`config.mk`:
```
export PLATFORM = sky130hd
export DESIGN_NAME = spwm5_gen
export DESIGN_NICKNAME = d
export VERILOG_FILES = /design/src/rtl/spwm5_pkg.sv /design/src/rtl/spwm5_carrier.sv /design/src/rtl/spwm5_reference.sv /design/src/rtl/spwm5_slicer.sv /design/src/rtl/spwm5_gen.sv
export SDC_FILE = /design/constraint.sdc
export NUM_CORES = 1
export LEC_CHECK = 0
export ABC_AREA = 1
export BUFFER_PORTS_ARGS = -buffer_cell sky130_fd_sc_hd__buf_2
export CAP_MARGIN = 20
export CORE_AREA = 3 3 108 84
export CTS_BUF_LIST = sky130_fd_sc_hd__clkbuf_8
export CTS_CLUSTER_DIAMETER = 100
export DETAILED_ROUTE_END_ITERATION = 10
export DIE_AREA = 0 0 111 87
export PLACE_DENSITY = 0.75
export SYNTH_ARGS = -nofsm -noshare
export SYNTH_HDL_FRONTEND = slang
export SYNTH_HIERARCHICAL = 1
export SYNTH_SLANG_ARGS = --single-unit
```
`constraint.sdc`:
```
create_clock -name clk -period 10.03 [get_ports clk]
set_clock_uncertainty 0.05 [all_clocks]
set_input_delay 2.006 -clock clk [delete_from_list [all_inputs] [get_ports clk]]
set_output_delay 2.006 -clock clk [all_outputs]
set_load 0.05 [all_outputs]
```
`src/rtl/spwm5_pkg.sv`:
```
package spwm5_pkg;

    typedef enum logic [2:0] {
        LV_ZERO = 3'b000,
        LV_POS1 = 3'b001,
        LV_POS2 = 3'b010,
        LV_NEG2 = 3'b110,
        LV_NEG1 = 3'b111
    } level_e;

    localparam logic [3:0] LEG_POS = 4'b1001;
    localparam logic [3:0] LEG_NEG = 4'b0110;

    // Rational sine approximation over a half cycle of half_n steps.
    function automatic int sine_mag(input int q, input int half_n, input int full);
        int p;
        p = q * (half_n - q);
        return (full * 16 * p) / (5 * half_n * half_n - 4 * p);
    endfunction

    function automatic level_e make_level(input logic neg, input logic [1:0] m);
        level_e r;
        case (m)
            2'd1:    r = neg ? LV_NEG1 : LV_POS1;
            2'd2:    r = neg ? LV_NEG2 : LV_POS2;
            default: r = LV_ZERO;
        endcase
        return r;
    endfunction

    function automatic logic [7:0] gates_of(input level_e l);
        logic [7:0] g;
        case (l)
            LV_POS1: g = {4'b0000, LEG_POS};
            LV_POS2: g = {LEG_POS, LEG_POS};
            LV_NEG1: g = {4'b0000, LEG_NEG};
            LV_NEG2: g = {LEG_NEG, LEG_NEG};
            default: g = 8'h00;
        endcase
        return g;
    endfunction

endpackage

```
`src/rtl/spwm5_carrier.sv`:
```
module spwm5_carrier #(
    parameter int CAR_W = 7
) (
    input  logic             clk,
    input  logic             rst,
    output logic [CAR_W-1:0] car_o
);
    logic [CAR_W:0] ph_q;

    always_ff @(posedge clk) begin
        if (rst) ph_q <= '0;
        else     ph_q <= ph_q + 1'b1;
    end

    // Rising half counts up, falling half mirrors it.
    assign car_o = ph_q[CAR_W] ? ~ph_q[CAR_W-1:0] : ph_q[CAR_W-1:0];
endmodule

```
`src/rtl/spwm5_reference.sv`:
```
module spwm5_reference
    import spwm5_pkg::*;
#(
    parameter int TABLE_W    = 8,
    parameter int AMP_W      = 8,
    parameter int MI_W       = 8,
    parameter int STEP_TICKS = 40
) (
    input  logic             clk,
    input  logic             rst,
    input  logic [MI_W-1:0]  mi_i,
    output logic [AMP_W-1:0] mag_o,
    output logic             neg_o
);
    localparam int HALF   = 2 ** (TABLE_W - 1);
    localparam int FULL   = 2 ** AMP_W - 1;
    localparam int TICK_W = $clog2(STEP_TICKS);
    localparam int PROD_W = AMP_W + MI_W;
    localparam logic [MI_W-1:0] MI_ONE = MI_W'(2 ** (MI_W - 1));

    logic [TICK_W-1:0]  tick_q;
    logic [TABLE_W-1:0] idx_q;
    logic [AMP_W-1:0]   rom [HALF];
    logic [MI_W-1:0]    mi_sat;
    logic [PROD_W-1:0]  prod;

    for (genvar i = 0; i < HALF; i++) begin : g_rom
        assign rom[i] = AMP_W'(sine_mag(i, HALF, FULL));
    end

    always_ff @(posedge clk) begin
        if (rst) begin
            tick_q <= '0;
            idx_q  <= '0;
        end else if (tick_q == TICK_W'(STEP_TICKS - 1)) begin
            tick_q <= '0;
            idx_q  <= idx_q + 1'b1;
        end else begin
            tick_q <= tick_q + 1'b1;
        end
    end

    assign mi_sat = (mi_i > MI_ONE) ? MI_ONE : mi_i;
    assign prod   = PROD_W'(rom[idx_q[TABLE_W-2:0]]) * PROD_W'(mi_sat);
    assign mag_o  = AMP_W'(prod >> (MI_W - 1));
    assign neg_o  = idx_q[TABLE_W-1];
endmodule

```
`src/rtl/spwm5_slicer.sv`:
```
module spwm5_slicer
    import spwm5_pkg::*;
#(
    parameter int CAR_W = 7
) (
    input  logic [CAR_W:0]   mag_i,
    input  logic             neg_i,
    input  logic [CAR_W-1:0] car_i,
    output level_e           lvl_o
);
    logic       upper;
    logic       above;
    logic [1:0] m;

    // Top bit picks the band; the remaining bits are the offset inside it.
    assign upper = mag_i[CAR_W];
    assign above = mag_i[CAR_W-1:0] > car_i;
    assign m     = upper ? (above ? 2'd2 : 2'd1) : (above ? 2'd1 : 2'd0);
    assign lvl_o = make_level(neg_i, m);
endmodule

```
`src/rtl/spwm5_gen.sv`:
```
module spwm5_gen
    import spwm5_pkg::*;
#(
    parameter int TABLE_W    = 8,
    parameter int CAR_W      = 7,
    parameter int MI_W       = 8,
    parameter int STEP_TICKS = 40
) (
    input  logic            clk,
    input  logic            rst,
    input  logic [MI_W-1:0] mod_index,
    output logic [7:0]      gate_o,
    output logic [2:0]      level_o
);
    localparam int AMP_W = CAR_W + 1;

    logic [CAR_W-1:0] car;
    logic [AMP_W-1:0] mag;
    logic             neg;
    level_e           lvl_d;
    level_e           lvl_q;
    logic [7:0]       gate_q;

    spwm5_carrier #(.CAR_W(CAR_W)) u_car (
        .clk   (clk),
        .rst   (rst),
        .car_o (car)
    );

    spwm5_reference #(
        .TABLE_W    (TABLE_W),
        .AMP_W      (AMP_W),
        .MI_W       (MI_W),
        .STEP_TICKS (STEP_TICKS)
    ) u_ref (
        .clk   (clk),
        .rst   (rst),
        .mi_i  (mod_index),
        .mag_o (mag),
        .neg_o (neg)
    );

    spwm5_slicer #(.CAR_W(CAR_W)) u_slice (
        .mag_i (mag),
        .neg_i (neg),
        .car_i (car),
        .lvl_o (lvl_d)
    );

    always_ff @(posedge clk) begin
        if (rst) begin
            lvl_q  <= LV_ZERO;
            gate_q <= '0;
        end else begin
            lvl_q  <= lvl_d;
            gate_q <= gates_of(lvl_d);
        end
    end

    assign gate_o  = gate_q;
    assign level_o = lvl_q;
endmodule

```
==> impl_metrics.json <==
{
  "post-route-util_pct": 61.58,
  "critical-path-max-stage-delay_ns": 0.57,
  "maxSlewHeadroom_pct": 49.14,
  "crit_family": "adder cells",
  "clock_latency_ns": 0.27,
  "top_usage_layer": "met2",
  "initial_core_util_pct": 58.92,
  "fin_crit_sh_pct": 76.69,
  "maxCapViolations": 0,
  "yosysUniqueCellTypes": 47,
  "setup_viol": 0,
  "cp-end-kind": "register",
  "hold_violations": 0,
  "grt_usage_pct": 26.79,
  "overflow": 0,
  "finalCriticalPeriod_ns": 7.692,
  "area_growth_pct": 4.513,
  "cts_buffer_depth": 2,
  "hold_slack_ns": 0.4034,
  "critPathSlowestCell": "fa_1",
  "synth_warnings": 6,
  "crit_type": "input pin to register",
  "fmax_mhz": 130.0,
  "finalPower_mw": 0.2376,
  "path_common_cell": "nand2_1",
  "final_cell_mix": "nand2_1, inv_1, nor2_1",
  "syn-cell-area_sq_um": 4686,
  "worst-slew-pin-transition_ns": 0.7620,
  "drcViolationCount": 0,
  "cts_setup_buffers": 0,
  "vias": 4571,
  "design_area_sq_um": 4897,
  "wl_per_cell_microns": 14.99,
  "diodes": 0,
  "hpwlAfterDp_microns": 10120,
  "power_density_nw_per_um2": 48.52,
  "status": "finished, final reports clean",
  "met1_usage_pct": 40.01,
  "start_kind": "input pin",
  "layout_commonest_cell": "nand2_1",
  "comb_power_share_pct": 11.8,
  "worstPathMaxFanout": 7,
  "grt_first_pass_wirelength_microns": 21400,
  "dpl.cell_count": 827,
  "drive_gt1_share_pct": 6.849,
  "vdd_drop_max_mv": 0.1106,
  "hp-class": "register to register",
  "ys_seq_elements": 29,
  "fp.dieH_microns": 87,
  "place_worst_setup_slack_ns": 2.135,
  "synth_area_per_cell_sq_um": 6.535,
  "nNetsFinal": 829,
  "clk_pin_slew_ns": 0.06,
  "ant_nets": 0,
  "final-instance-count-excl-fill": 835,
  "pwr-share-seq_pct": 50.7,
  "drtIter0Drc": 409,
  "switchingPower_mw": 0.06358,
  "clock-root-buffer": "clkbuf_8",
  "cts_num_sinks": 29,
  "ys.flop_type": "dfxtp_1",
  "async_flop_share_pct": 0,
  "synth_fp_nets": 817,
  "dieArea_sq_um": 9657,
  "cts.htree.levels": 2,
  "coreArea_sq_um": 7953,
  "cts_tree": "yes",
  "setup_ws_ns": 2.338,
  "critical_path_arrival_ns": 7.81,
  "cts.repair.resized": 0,
  "synth_edf_count": 0,
  "pwr-share-clk_pct": 37.6,
  "grt_pass1_vias": 4390,
  "use_met3_pct": 4.236,
  "antenna_found_initial": 0,
  "synth_top_area_share_pct": 14.95,
  "ioPinCount": 21,
  "sw_frac_of_total_pct": 26.76,
  "timing.critical_path.buf_inv": 7,
  "yosysTopAreaCell": "ha_1",
  "p_leak_nw": 2.633,
  "placed_cell_area_sq_um": 4811,
  "avgViaCountPerCell": 5.474,
  "report.final.slew_viol_count": 0,
  "timing.setup.tns_ns": 0,
  "fp.dieW_microns": 111,
  "synth.area.top_cells": "ha_1, fa_1, nand2_1",
  "io_buffer_count": 20,
  "cts_buffers": 5,
  "fp-row-count": 28,
  "routed_wirelength_microns": 12520,
  "seq_area_frac_synth_pct": 12.39,
  "p_int_mw": 0.1740,
  "synthCells": 717,
  "use_met2_pct": 40.91,
  "grt_max_degree": 29,
  "gp_congestion": 1.012,
  "first_pass_iters": 5,
  "cts.hold.buffers_added": 0,
  "grt_setup_unrepaired": "false",
  "required_ns": 10.15
}
[path summary, 6_finish.rpt]
check / startpoint / end / slack [ns] / cells past startpoint
max reg2reg: u_ref/idx_q[1]$_SDFFE_PP0P_ / gate_o[3]$_SDFF_PP0_ / 2.36 / 36
max: mod_index[7] / gate_o[3]$_SDFF_PP0_ / 2.34 / 32
min: u_ref/tick_q[0]$_SDFF_PP0_ / u_ref/tick_q[0]$_SDFF_PP0_ / 0.40 / 1
min reg2reg: u_ref/tick_q[0]$_SDFF_PP0_ / u_ref/tick_q[0]$_SDFF_PP0_ / 0.40 / 1
[synth_stat cells, types with 2 or more instances]
| master | n |
|---|---|
| nand2_1 | 178 |
| inv_1 | 123 |
| nor2_1 | 104 |
| ha_1 | 56 |
| nand3_1 | 42 |
| fa_1 | 34 |
| a21oi_1 | 33 |
| dfxtp_1 | 29 |
| o21ai_0 | 22 |
| xor2_1 | 14 |
| buf_4 | 8 |
| nor3_1 | 8 |
| a31oi_1 | 5 |
| buf_2 | 4 |
| nand2_2 | 4 |
| o211ai_1 | 4 |
| buf_6 | 3 |
| inv_2 | 3 |
| nand3b_1 | 3 |
| nand4_1 | 3 |
| nor2_2 | 3 |
| xnor2_1 | 3 |
| a21o_1 | 2 |
| a21oi_2 | 2 |
| a41oi_1 | 2 |
| clkbuf_1 | 2 |
| nor2_4 | 2 |
| o2111ai_1 | 2 |
[routing by layer]
layer	routed length, microns	up-vias
li1	-	2266
met1	6061	2080
met2	5167	211
met3	1149	14
met4	138	0
met5	0	-
[registers in the layout, indices dropped and copies added (netlist names)]
| name | cells |
|---|---|
| u_car/ph_q | 8 |
| gate_o | 4 |
| level_o | 3 |
| u_ref/idx_q | 8 |
| u_ref/tick_q | 6 |
[logic make-up after synthesis]
| kind of cell | share of synthesized area, % |
|---|---|
| compound gates | 10.33 |
| xor+xnor | 3.178 |
| fa+ha+maj | 29.48 |
| buf+inv | 12.76 |
| flops | 12.39 |
| simple gates | 31.86 |
[layout make-up]
class                   count  area [sq um]
clock buffers               5         68.82
clock inverters             3         17.52
fillers                   758          3055
inverters                 127         476.7
multi-input cells         544          3507
flip-flops and latches     29         580.6
well taps                 105         131.4
repair buffers             22         115.1
[power by group through the flow]
stage          sequential (mW)  combinational [mW]  clock [mW]
6_report                 0.120              0.0279      0.0892
5_1_grt                  0.121              0.0314      0.0992
4_1_cts                  0.120              0.0276      0.0922
3_5_place_dp             0.123              0.0273           0
3_3_place_gp             0.123              0.0266           0
2_1_floorplan            0.125              0.0169           0
Power figures use the tool's default switching activity.
